## src/rtl/psr_pkg.sv

```systemverilog
package psr_pkg;
  typedef enum logic [2:0] {
    PSR_OP_NONE = 3'd0,
    PSR_OP_SET  = 3'd1,
    PSR_OP_CLR  = 3'd2,
    PSR_OP_PULL = 3'd3,
    PSR_OP_RTI  = 3'd4
  } psr_op_e;
endpackage

```

## src/rtl/psr_next.sv

```systemverilog
module psr_next
  import psr_pkg::*;
#(
  parameter int W       = 8,
  parameter int IDX_BIT = 4
) (
  input  logic [W-1:0] cur,
  input  logic [2:0]   op_sel,
  input  logic [W-1:0] op_data,
  input  logic         emu_mode,
  output logic [W-1:0] nxt
);
  psr_op_e op;
  assign op = psr_op_e'(op_sel);

  for (genvar b = 0; b < W; b++) begin : g_bit
    localparam bit IS_IDX = (b == IDX_BIT);
    logic upd;
    always_comb begin
      case (op)
        PSR_OP_SET:              upd = cur[b] | op_data[b];
        PSR_OP_CLR:              upd = cur[b] & ~op_data[b];
        PSR_OP_PULL, PSR_OP_RTI: upd = op_data[b];
        default:                 upd = cur[b];
      endcase
    end
    if (IS_IDX) begin : g_idx
      // break-flag position is pinned high while in emulation
      assign nxt[b] = upd | emu_mode;
    end else begin : g_plain
      assign nxt[b] = upd;
    end
  end
endmodule

```

## src/rtl/psr_width.sv

```systemverilog
module psr_width (
  input  logic clk,
  input  logic rst_n,
  input  logic idx_bit_q,
  input  logic emu_q,
  output logic idx_wide,
  output logic idx_trunc
);
  logic wide_prev_q;

  assign idx_wide  = ~idx_bit_q & ~emu_q;
  assign idx_trunc = wide_prev_q & ~idx_wide;

  always_ff @(posedge clk or negedge rst_n) begin
    if (!rst_n) wide_prev_q <= 1'b0;
    else        wide_prev_q <= idx_wide;
  end

  assert_trunc_single_R8: assert property (@(posedge clk) disable iff (!rst_n)
    idx_trunc |=> !idx_trunc);
  assert_trunc_narrow_R8: assert property (@(posedge clk) disable iff (!rst_n)
    idx_trunc |-> !idx_wide);
  assert_trunc_on_fall_R8: assert property (@(posedge clk) disable iff (!rst_n)
    $fell(idx_wide) |-> idx_trunc);
endmodule

```

## src/rtl/psr_flag_unit.sv

```systemverilog
module psr_flag_unit
  import psr_pkg::*;
#(
  parameter int            W         = 8,
  parameter int            IDX_BIT   = 4,
  parameter logic [W-1:0]  RESET_VAL = 8'h34
) (
  input  logic         clk,
  input  logic         rst_n,
  input  logic [2:0]   op_sel,
  input  logic [W-1:0] op_data,
  input  logic         emu_mode,
  output logic [W-1:0] status_q,
  output logic         idx_wide,
  output logic         idx_trunc
);
  logic [W-1:0] status_d;
  logic         emu_q;

  psr_next #(.W(W), .IDX_BIT(IDX_BIT)) u_next (
    .cur      (status_q),
    .op_sel   (op_sel),
    .op_data  (op_data),
    .emu_mode (emu_mode),
    .nxt      (status_d)
  );

  always_ff @(posedge clk or negedge rst_n) begin
    if (!rst_n) begin
      status_q <= RESET_VAL;
      emu_q    <= 1'b1;
    end else begin
      status_q <= status_d;
      emu_q    <= emu_mode;
    end
  end

  psr_width u_width (
    .clk       (clk),
    .rst_n     (rst_n),
    .idx_bit_q (status_q[IDX_BIT]),
    .emu_q     (emu_q),
    .idx_wide  (idx_wide),
    .idx_trunc (idx_trunc)
  );

  assert_set_bits_R2: assert property (@(posedge clk) disable iff (!rst_n)
    (op_sel == PSR_OP_SET) |=> ((status_q & $past(op_data)) == $past(op_data)));
  assert_clr_bits_R3: assert property (@(posedge clk) disable iff (!rst_n)
    (op_sel == PSR_OP_CLR && !emu_mode) |=> ((status_q & $past(op_data)) == '0));
  assert_load_byte_R4: assert property (@(posedge clk) disable iff (!rst_n)
    ((op_sel == PSR_OP_PULL || op_sel == PSR_OP_RTI) && !emu_mode)
      |=> (status_q == $past(op_data)));
  assert_hold_R5: assert property (@(posedge clk) disable iff (!rst_n)
    (op_sel == PSR_OP_NONE && !emu_mode) |=> $stable(status_q));
  assert_emu_forces_R7: assert property (@(posedge clk) disable iff (!rst_n)
    emu_mode |=> (status_q[IDX_BIT] && !idx_wide));
  assert_wide_native_R6: assert property (@(posedge clk) disable iff (!rst_n)
    idx_wide |-> (!emu_q && !status_q[IDX_BIT]));
endmodule

```

## config.mk

```make
export PLATFORM = sky130hd
export DESIGN_NAME = psr_flag_unit
export DESIGN_NICKNAME = d
export VERILOG_FILES = /design/src/rtl/psr_pkg.sv /design/src/rtl/psr_next.sv /design/src/rtl/psr_width.sv /design/src/rtl/psr_flag_unit.sv
export SDC_FILE = /design/constraint.sdc
export NUM_CORES = 1
export LEC_CHECK = 0
export BUFFER_PORTS_ARGS = -buffer_cell sky130_fd_sc_hd__buf_2
export CAP_MARGIN = 5
export CORE_MARGIN = 4
export CORE_UTILIZATION = 40
export CTS_CLUSTER_SIZE = 24
export DETAILED_ROUTE_END_ITERATION = 8
export HOLD_SLACK_MARGIN = 0.12
export PLACE_DENSITY = 0.72
export SYNTH_ARGS = -nofsm -noshare
export SYNTH_HDL_FRONTEND = slang
export SYNTH_SLANG_ARGS = --single-unit
```

## constraint.sdc

```tcl
create_clock -name clk -period 0.9 [get_ports clk]
set_input_delay 0.09 -clock clk [delete_from_list [all_inputs] [get_ports clk]]
set_output_delay 0.09 -clock clk [all_outputs]
set_load 0.02 [all_outputs]
```

==> reports/summary.log, run 1 <==
qor: finish.fill_cells 101
qor: synth.postSynthRegisterBits 10
qor: detailed_routing.vias_per_cell 5.465
qor: run_status.failed_checks setup timing
qor: floorplan.rows 13
qor: placed_design.placed_cells 86
qor: grt.track_usage 0.1550
qor: synth.synth.yosys.warnings 0
qor: synth.syn_nets 59
qor: synth.post_synth.cell_area_avg 12.40 sq um
qor: clock_tree.cts.root.buffer_cell clkbuf_4
qor: grt.grt_overflow_total 0
qor: sta.tightest_slew 0.2510 ns
qor: grt.grt_pass1_wl 2.290 mm
qor: clock_tree.clock_latency 0.27 ns
qor: grt.antenna_found_initial 0
qor: setup_path.setup.worst_path.class flip-flop to output port
qor: setup_path.worst-endpoint-required 0.81 ns
qor: placed_design.port_buffers 23
qor: setup_path.timing.reg2reg.worst_path_depth 2
qor: synth.post_synth_fa_ha_maj_area_fraction 0
qor: min_path.hold_class input pin to flip-flop
qor: floorplan.dieArea 0.002057 sq mm
qor: synth.synth_cells 45
qor: finish.highest_count_cells_in_the_layout_ignoring_fill_and_taps 14 x buf_2, 11 x buf_6, 9 x buf_4
qor: clock_tree.cts_max_level 1
qor: floorplan.core_area 0.001301 sq mm
qor: pwr.total_power 1460 uW
qor: detailed_routing.drc 0
qor: pwr.pwr_density_cell 1609 mW/mm^2
qor: sta.rsz0062_at_grt yes
qor: synth.synthesis.area 558.0 sq um
qor: detailed_routing.number_of_antenna_violating_nets_in_the_routed_design 0
qor: floorplan.boundaryPins 24
qor: finish.final_core_util 0.6971
qor: run_status.run_status finished, violations left
qor: detailed_routing.drtPass1Iterations 4
qor: placed_design.dp.final_hpwl 975.5 microns
qor: synth.largest_family_of_logic_cells_by_synthesized_area compound AO/OA/AOI/OAI gates
qor: synth.synth.lib_cells_used.distinct 16
qor: finish.post_synthesis_to_final_layout_area_growth 62.56%
qor: sta.finalMaxSlewViolations 0
qor: detailed_routing.postRouteWirelength 1.409 mm
qor: floorplan.floorplan.initialDensity 0.4288
qor: finish.num-nets-final 99
qor: sta.max-slew-margin-rel 0.8320
qor: floorplan.fp.dieH 45.35 microns
qor: sta.hold_slack 0.06376 ns
qor: clock_tree.cts-buffers-inserted 3
qor: setup_path.setup.worst_path.end_class output port
qor: clock_tree.clk_pin_slew_worst_paths 0.07 ns
qor: pwr.p_leak 0.0004865 uW
qor: synth.synth.area.mux_share 0.01794
qor: finish.seq_area 261.5 sq um
qor: detailed_routing.post_drt_wl_per_cell 14.23 microns
qor: synth.yosysSeqAreaShare 0.4574
qor: clock_tree.max-clock-path-buffers 2
qor: setup_path.startpoint_type_of_the_worst_setup_path flip-flop
qor: sta.timing.final.crit_share 1.319
qor: clock_tree.cts_tree done
qor: grt.via_count_of_the_first_global_routing_pass 537
qor: floorplan.fp.dieW 45.35 microns
qor: synth.synth_compound_gate_area_share 0.3296
qor: sta.fin_crit 1.187 ns
qor: finish.final_common_cell buf_2
qor: clock_tree.clock_sinks 10
qor: pwr.power.ir.vdd_worst 1.061 mV
qor: finish.layout-drive-gt1-share 0.7024
qor: sta.fin_worst_skew 0.004226 ns
qor: finish.antenna_cells 0
qor: clock_tree.cts_hold_buf 5
qor: setup_path.r2r-start status_q[6]
qor: sta.setup-violations-final 18
qor: sta.report.final.hold_viol_count 0
qor: synth.synth-simple-area-share 0.1166
qor: min_path.min-delay-start op_data[0]
qor: sta.fmaxAchievable 0.8425 GHz
qor: finish.finalNonFillerCells 99
qor: sta.timing.setup.tns -1.364 ns
qor: sta.final.setup.worst_slack -0.2870 ns
qor: setup_path.crit_path_max_fanout 3
qor: setup_path.cp.arrival 1.10 ns
qor: placed_design.finalWeightedCongestion 0.7791
qor: synth.post_synth_xor_area_fraction 0
qor: detailed_routing.via_count 541
qor: detailed_routing.dr.first_iter.drc_count 16
qor: setup_path.reg_to_reg_slack_setup -0.06 ns
qor: grt.largest_net_degree_at_the_start_of_global_routing 11
qor: setup_path.regToRegEndpoint status_q[6]
qor: finish.multi_input_area 275.3 sq um
qor: setup_path.critPathLaunch status_q[4]
qor: setup_path.worst_setup_endpoint idx_trunc
qor: run.max-cap-violations 0
## flip-flops by register name, summed over array words and instances, names as in the netlist
| signal | count |
|---|---|
| status_q | 8 |
| emu_q | 1 |
| u_width.wide_prev_q | 1 |
## worst min path at each step
stage	slack, ns	cells after the start	end
after floorplan	-0.21	0	status_q[0]
after global placement	-0.04	1	u_width.wide_prev_q
after detailed placement	-0.04	1	u_width.wide_prev_q
after CTS	0.06	2	status_q[6]
after global routing	0.07	2	status_q[0]
final	0.06	2	status_q[0]
## per-stage QoR
step	cell area [sq um]	worst slack, ns
floorplan	590.6	-0.05956
CTS	887.1	-0.2809
global route	907.1	-0.3384
finish	907.1	-0.2870
detailed placement	721.9	-0.1910
global placement	721.9	-0.1895
## critical path: stages, from the launching register on
cell and delay (ns):
dfstp_2 0.56, nor2_4 0.04, nor2b_2 0.11, buf_6 0.12
## cells in the mapped netlist, drive strengths merged
cell    instances  area, sq um
o21ba           1        10.01
buf             3        26.27
inv             1        3.750
a221o           8        87.58
dfstp           4        105.1
nor2            9        33.78
o21ai           1        16.27
or3b            1        11.26
o211a           7        70.07
nor2b           2        20.02
mux2i           1        10.01
dfrtp           6        150.1
clkbuf          1        13.76
## report_power, final
group	total, uW	switching, uW	leakage (uW)	internal [uW]
sequential	581	55.4	0.000111	526
combinational	466	196	0.000354	270
clock	412	166	0.0000210	246
total	1460	418	0.000486	1040
## per-layer routing
| metal | global-route usage | share of wire |
|---|---|---|
| met1 | 0.1912 | 0.41 |
| met2 | 0.2542 | 0.49 |
| met3 | 0.04781 | 0.092 |
| met4 | 0.05263 | 0.011 |
| met5 | 0 | 0 |
## timing repair
item                                   4_1_cts  5_1_grt
cloned                                       0        0
buffers inserted                             3        1
endpoints found under the hold margin       19        5
setup endpoints to repair                   14       18
gates resized for setup                     18        3
pin swaps                                    3        1
## cells by family (layout without fill, tap and decap cells)
logic type	Yosys count	count (layout)
buffers and inverters	5	44
AO/OA/AOI/OAI	17	17
multiplexers	1	1
AND/OR/NAND/NOR	12	12
flip-flops	10	10
## layout make-up
type                       count  share of cell area
timing repair buffer          39              0.3434
multi-input combinational     30              0.3034
sequential                    10              0.2883
clock buffer                   4             0.04000
tap                           15             0.02069
inverter                       1            0.004138
No activity file was read; power rests on OpenSTA's default activity.
==> inputs of run 2 (changes only) <==
--- a/config.mk
+++ b/config.mk
@@ -5,14 +5,15 @@
 export SDC_FILE = /design/constraint.sdc
 export NUM_CORES = 1
 export LEC_CHECK = 0
+export ABC_AREA = 1
 export BUFFER_PORTS_ARGS = -buffer_cell sky130_fd_sc_hd__buf_2
 export CAP_MARGIN = 5
 export CORE_MARGIN = 4
-export CORE_UTILIZATION = 40
+export CORE_UTILIZATION = 39
 export CTS_CLUSTER_SIZE = 24
 export DETAILED_ROUTE_END_ITERATION = 8
 export HOLD_SLACK_MARGIN = 0.12
-export PLACE_DENSITY = 0.72
+export PLACE_DENSITY = 0.83
 export SYNTH_ARGS = -nofsm -noshare
 export SYNTH_HDL_FRONTEND = slang
 export SYNTH_SLANG_ARGS = --single-unit
==> run 2 against run 1 <==
The run still ends with setup timing left. Global-route usage increased by 3.0 points. Flip-flop and latch count did not move. Maximum frequency about the same. Wire length grew 8.2%. Critical endpoint unchanged. Design area is 3.2% lower. Via count up 11%. Critical path type unchanged.
==> reports/summary.log, run 2 <==
qor: run_status.run_status finished, violations left
qor: run_status.failed_checks setup timing
qor: detailed_routing.dr.first_iter.drc_count 10
qor: synth.synth.yosys.warnings 0
qor: clock_tree.cts.root.buffer_cell clkbuf_4
qor: sta.final.setup.worst_slack -0.2862 ns
qor: floorplan.fp.dieH 45.10 microns
qor: synth.yosys-top-cells-count 19 x nand3_1, 16 x nand2_1, 6 x dfrtp_1, 6 x nor2_1, 4 x dfstp_2
qor: finish.post_synthesis_to_final_layout_area_growth 63.64%
qor: sta.fin_crit 1.186 ns
qor: setup_path.startpoint_type_of_the_worst_setup_path flip-flop
qor: sta.setup-violations-final 8
qor: finish.num-nets-final 120
qor: synth.yosysSeqAreaShare 0.4755
qor: setup_path.cp.arrival 1.10 ns
qor: finish.final_core_util 0.6750
qor: pwr.power.net_switching 456.7 uW
qor: clock_tree.clk_pin_slew_worst_paths 0.07 ns
qor: detailed_routing.via_count 603
qor: min_path.whs_endpoint status_q[4]
qor: placed_design.port_buffers 23
qor: floorplan.floorplan.initialDensity 0.4125
qor: clock_tree.cts_tree done
qor: placed_design.dp_worst_setup_slack -0.09756 ns
qor: floorplan.core_area 0.001301 sq mm
qor: pwr.power.share.switching 0.3159
qor: min_path.hold_class input pin to flip-flop
qor: detailed_routing.postRouteWirelength 1.524 mm
qor: sta.timing.setup.tns -1.121 ns
qor: clock_tree.cts-buffers-inserted 3
qor: detailed_routing.drc 0
qor: placed_design.dp.final_hpwl 985.4 microns
qor: min_path.min-delay-start op_data[4]
qor: sta.timing.final.crit_share 1.318
qor: sta.fin_worst_skew 0.00009343 ns
qor: setup_path.setup.worst_path.class flip-flop to output port
qor: grt.antenna_found_initial 0
qor: synth.postSynthRegisterBits 10
qor: synth.postSynth.asyncResetShare 1.000
qor: finish.final_common_cell nand3_1
qor: grt.grt_overflow_total 0
qor: setup_path.slowest_stage dfstp_2
qor: setup_path.r2r-start status_q[4]
qor: sta.report.final.hold_viol_count 0
qor: sta.tightest_slew 0.2635 ns
qor: finish.antenna_cells 0
qor: finish.max_flop_register status_q
qor: detailed_routing.vias_per_cell 5.025
qor: detailed_routing.drtPass1Iterations 4
qor: sta.max-slew-margin-rel 0.8237
qor: grt.grt_pass1_wl 2.656 mm
qor: synth.synth_cells 65
qor: grt.largest_net_degree_at_the_start_of_global_routing 11
qor: pwr.comb_power_share 0.319
qor: setup_path.crit_path_max_fanout 3
qor: synth.synth_top_cell_by_area dfrtp_1
qor: run.max-cap-violations 0
qor: finish.highest_count_cells_in_the_layout_ignoring_fill_and_taps 19 x nand3_1, 16 x nand2_1, 15 x buf_2
qor: pwr.power.ir.vdd_worst 1.077 mV
qor: pwr.cell_internal_pwr 988.9 uW
qor: sta.rsz0062_at_grt yes
qor: clock_tree.cts_max_level 1
qor: grt.track_usage 0.1853
qor: sta.hold_slack 0.1748 ns
qor: finish.largest_reg_flops 8
qor: floorplan.rows 13
qor: synth.syn_nets 79
qor: sta.fmaxAchievable 0.8430 GHz
qor: synth.synthTopCellsByArea dfrtp_1 28%, dfstp_2 20%, nand3_1 18%
qor: setup_path.setup.worst_path.end_class output port
qor: synth.synthesis.area 536.8 sq um
qor: detailed_routing.post_drt_wl_per_cell 12.70 microns
qor: floorplan.fp.dieW 45.10 microns
qor: finish.regs_by_ff_count status_q: 8 flops, emu_q: 1 flops, u_width.wide_prev_q: 1 flops
qor: clock_tree.clock_latency 0.27 ns
qor: setup_path.reg_to_reg_slack_setup -0.18 ns
qor: synth.synthFlopType dfrtp_1
qor: setup_path.worst-endpoint-required 0.81 ns
qor: finish.layout-drive-gt1-share 0.4476
qor: setup_path.timing.reg2reg.worst_path_depth 7
qor: synth.yosys.cell_count.top_type nand3_1
qor: pwr.p_leak 0.0004575 uW
qor: synth.synth.top_cell.area_share 0.2797
qor: pwr.pwr_density_cell 1646 mW/mm^2
qor: min_path.min_delay_path_depth 5
qor: synth.synth.lib_cells_used.distinct 14
qor: floorplan.dieArea 0.002034 sq mm
qor: pwr.power_frac_clock 0.288
qor: setup_path.regToRegEndpoint status_q[4]
qor: floorplan.boundaryPins 24
qor: sta.finalMaxSlewViolations 0
qor: synth.synth-edff-count 0
qor: grt.via_count_of_the_first_global_routing_pass 585
qor: pwr.reg_power_frac 0.393
qor: clock_tree.clock_sinks 10
qor: placed_design.finalWeightedCongestion 0.6803
qor: setup_path.slowest_delay 0.55 ns
qor: setup_path.critical_path_cell_list nor2_2 -> nor2_2 -> buf_4
qor: clock_tree.max-clock-path-buffers 2
qor: detailed_routing.number_of_antenna_violating_nets_in_the_routed_design 0
qor: synth.post_synth.cell_area_avg 8.258 sq um
qor: setup_path.most_prevalent_standard_cell_on_the_critical_path nor2_2
[run 2: area by class of cell]
type	count	area, sq um
fillers	112	422.9
repair buffers	37	289.0
flip-flops and latches	10	255.2
multi-input cells	48	254.0
clock buffers	4	36.28
inverters	6	25.02
well taps	15	18.77
[run 2: timing repair]
| action | CTS | global route |
|---|---|---|
| setup endpoints to repair | 11 | 11 |
| hold endpoints to repair | 19 | 0 |
| resized for setup | 15 | 0 |
| buffers inserted | 1 | 0 |
| hold buffers | 9 | 0 |
| cloned | 0 | 0 |
[run 2: per-stage QoR]
step	cell area [sq um]	power (uW)	cells
after floorplan	541.8	782.7	65
after global placement	698.2	910.4	106
after detailed placement	698.2	923.2	106
after CTS	878.3	1456	120
after global routing	878.3	1530	120
final	878.3	1446	120
[run 2: worst max-delay path by stage]
| stage | slack (ns) | from | to | cells after the start |
|---|---|---|---|---|
| floorplan | -0.03 | status_q[4] | status_q[4] | 6 |
| global placement | -0.05 | op_sel[0] | status_q[6] | 6 |
| detailed placement | -0.1 | status_q[4] | status_q[4] | 6 |
| CTS | -0.29 | status_q[4] | idx_trunc | 3 |
| global route | -0.34 | status_q[4] | idx_trunc | 3 |
| finish | -0.29 | status_q[4] | idx_trunc | 3 |
[run 2: cells by family after synthesis]
group	share of synthesized area
and+or+nand+nor	0.4545
DFF	0.4755
buffers and inverters	0.06062
AOI/OAI and AO/OA	0.009315
[run 2: worst max-delay path, delay by kind of cell (launching register included)]
kind	cells	cell delay, ns
buf+inv	1	0.14
flops	1	0.55
simple gates	2	0.13
[run 2: power by group through the flow]
stage	Combinational (uW)	Sequential, uW	Clock [uW]
final	461	568	417
after global routing	502	576	452
after CTS	459	567	430
after detailed placement	362	562	0
after global placement	349	561	0
after floorplan	159	624	0
[run 2: per-layer routing]
| layer | track usage | vias up | routed length [microns] |
|---|---|---|---|
| met3 | 0.05976 | 7 | 116 |
| met4 | 0.1111 | 0 | 50 |
| met5 | 0 | - | 0 |
| met2 | 0.3164 | 26 | 826 |
| met1 | 0.1960 | 280 | 530 |
| li1 | - | 290 | - |
==> inputs of run 3 (changes only) <==
--- a/config.mk
+++ b/config.mk
@@ -13,7 +13,7 @@
 export CTS_CLUSTER_SIZE = 24
 export DETAILED_ROUTE_END_ITERATION = 8
 export HOLD_SLACK_MARGIN = 0.12
-export PLACE_DENSITY = 0.83
+export PLACE_DENSITY = 0.8
 export SYNTH_ARGS = -nofsm -noshare
 export SYNTH_HDL_FRONTEND = slang
 export SYNTH_SLANG_ARGS = --single-unit
==> run 3 against run 2 <==
The run still ends with setup timing left. Highest routed layer is now met3. Critical path type unchanged. Die area stayed put. Largest power group unchanged. Largest cell class unchanged. Register-to-register slack barely moved. Maximum frequency rose by 0.96%. Design area is 0.85% higher. Wire length is 8.9% lower. Clock skew is essentially flat. Clock power decreased by 1%. Non-clock buffer count rose by 1. Critical path depth unchanged. Sequential share of layout area down 0.25 points. Setup slack better by 0.011 ns.
==> reports/summary.log, run 3 (same netlist as run 2, synthesis figures left out) <==
qor: run_status.run_status finished, violations left
qor: run_status.failed_checks setup timing
qor: finish.post_synthesis_to_final_layout_area_growth 65.03%
qor: pwr.p_leak 0.0004627 uW
qor: sta.fmaxAchievable 0.8511 GHz
qor: sta.report.final.hold_viol_count 0
qor: floorplan.core_area 0.001301 sq mm
qor: setup_path.setup.worst_path.class flip-flop to output port
qor: sta.timing.setup.tns -1.068 ns
qor: finish.stdcell_area 885.9 sq um
qor: clock_tree.clock_latency 0.27 ns
qor: grt.largest_net_degree_at_the_start_of_global_routing 11
qor: floorplan.fp.dieH 45.10 microns
qor: detailed_routing.postRouteWirelength 1.388 mm
qor: sta.timing.final.crit_share 1.305
qor: grt.grt_pass1_wl 2.463 mm
qor: run.max-cap-violations 0
qor: sta.fin_crit 1.175 ns
qor: finish.antenna_cells 0
qor: finish.fill_cells 116
qor: finish.regs_by_ff_count status_q: 8 flops, emu_q: 1 flops, u_width.wide_prev_q: 1 flops
qor: setup_path.crit_path_max_fanout 3
qor: setup_path.most_prevalent_standard_cell_on_the_critical_path nor2_2
qor: floorplan.boundaryPins 24
qor: detailed_routing.number_of_antenna_violating_nets_in_the_routed_design 0
qor: placed_design.finalWeightedCongestion 0.6895
qor: clock_tree.clock_sinks 10
qor: floorplan.floorplan.initialDensity 0.4125
qor: setup_path.slowest_delay 0.55 ns
qor: setup_path.critical_path_cell_list nor2_2 -> nor2_2 -> buf_4
qor: detailed_routing.via_count 585
qor: clock_tree.cts_max_level 1
qor: floorplan.rows 13
qor: clock_tree.max-clock-path-buffers 2
qor: grt.via_count_of_the_first_global_routing_pass 593
qor: floorplan.fp.dieW 45.10 microns
qor: detailed_routing.drc 0
qor: sta.max-slew-margin-rel 0.8207
qor: finish.seq_area 255.2 sq um
qor: finish.layout-drive-gt1-share 0.4528
qor: finish.final_common_cell nand3_1
qor: finish.largest_reg_flops 8
qor: detailed_routing.drtPass1Iterations 4
qor: finish.max_flop_register status_q
qor: finish.num-nets-final 121
qor: grt.track_usage 0.1679
qor: pwr.power.ir.vdd_worst 1.218 mV
qor: clock_tree.cts-buffers-inserted 3
qor: floorplan.dieArea 0.002034 sq mm
qor: setup_path.startpoint_type_of_the_worst_setup_path flip-flop
qor: placed_design.placed_area 690.7 sq um
qor: setup_path.setup.worst_path.end_class output port
qor: setup_path.worst-endpoint-required 0.81 ns
qor: setup_path.cp.arrival 1.08 ns
qor: finish.multi_input_area 254.0 sq um
qor: clock_tree.clk_pin_slew_worst_paths 0.07 ns
qor: grt.grt_overflow_total 0
qor: sta.tightest_slew 0.2680 ns
qor: sta.finalMaxSlewViolations 0
qor: clock_tree.cts.root.buffer_cell clkbuf_4
qor: clock_tree.cts_tree done
qor: detailed_routing.post_drt_wl_per_cell 11.47 microns
qor: placed_design.port_buffers 23
qor: detailed_routing.vias_per_cell 4.835
qor: finish.highest_count_cells_in_the_layout_ignoring_fill_and_taps 19 x nand3_1, 16 x nand2_1, 15 x buf_2
qor: grt.antenna_found_initial 0
qor: min_path.hold_class input pin to flip-flop
qor: sta.setup-violations-final 6
qor: sta.final.setup.worst_slack -0.2749 ns
qor: detailed_routing.dr.first_iter.drc_count 6
qor: sta.fin_worst_skew 0.0001943 ns
qor: placed_design.dp.final_hpwl 1.004 mm
qor: sta.rsz0062_at_grt yes
qor: setup_path.slowest_stage dfstp_2
qor: pwr.pwr_density_cell 1632 mW/mm^2
run 3: cell types whose count changed in the layout (fill, tap and decap cells not counted), sizes merged:
| cell | delta |
|---|---|
| buf | +1 |
run 3: repair_timing:
action                                  CTS  global route
endpoints found under the hold margin    19             0
hold buffers                              9             0
gates resized for setup                  14             1
setup buffers                             2             1
endpoints found under the setup margin   11            11
pin swaps                                 0             0
run 3: critical path, delay by kind of cell (launching register included):
kind	cells	cell delay, ns
buffers and inverters	1	0.14
DFF	1	0.55
and+or+nand+nor	2	0.12
run 3: power by group:
group	internal, uW	switching, uW	total (uW)
Sequential	523	41.2	564
Combinational	232	237	469
Clock	246	166	412
run 3: layout make-up:
cell class,instances,area share
tap,15,0.02119
timing repair buffer,38,0.3347
clock buffer,4,0.04096
sequential,10,0.2881
multi-input combinational,48,0.2867
inverter,6,0.02825
run 3: final timing paths:
kind,startpoint,end,slack (ns),cells after the start
setup / recovery,status_q[4],idx_trunc,-0.27,3
hold / removal,op_data[4],status_q[4],0.18,5
setup reg to reg,status_q[4],status_q[4],-0.19,7
hold reg to reg,status_q[2],status_q[2],0.49,2
max in group asynchronous,rst_n,status_q[5],0.43,2
min in group asynchronous,rst_n,u_width.wide_prev_q,0.22,2
run 3: metrics by stage:
stage,power [uW],util,hold slack [ns],std cells,worst slack [ns]
after floorplan,782.7,-,-0.2056,65,-0.03138
after global placement,907.1,0.5308,-0.04028,105,-0.04975
after detailed placement,919.5,0.5308,-0.03503,105,-0.1037
after CTS,1448,0.6721,0.1745,120,-0.2979
after global routing,1539,0.6808,0.2312,121,-0.3318
final,1446,0.6808,0.1818,121,-0.2749
run 3: layer usage:
| layer | wire, microns | vias up | GRT usage |
|---|---|---|---|
| met5 | 0 | - | 0 |
| met4 | 0 | 0 | 0.01754 |
| met3 | 109 | 0 | 0.07171 |
| met2 | 726 | 24 | 0.3107 |
| met1 | 552 | 267 | 0.1807 |
| li1 | - | 294 | - |
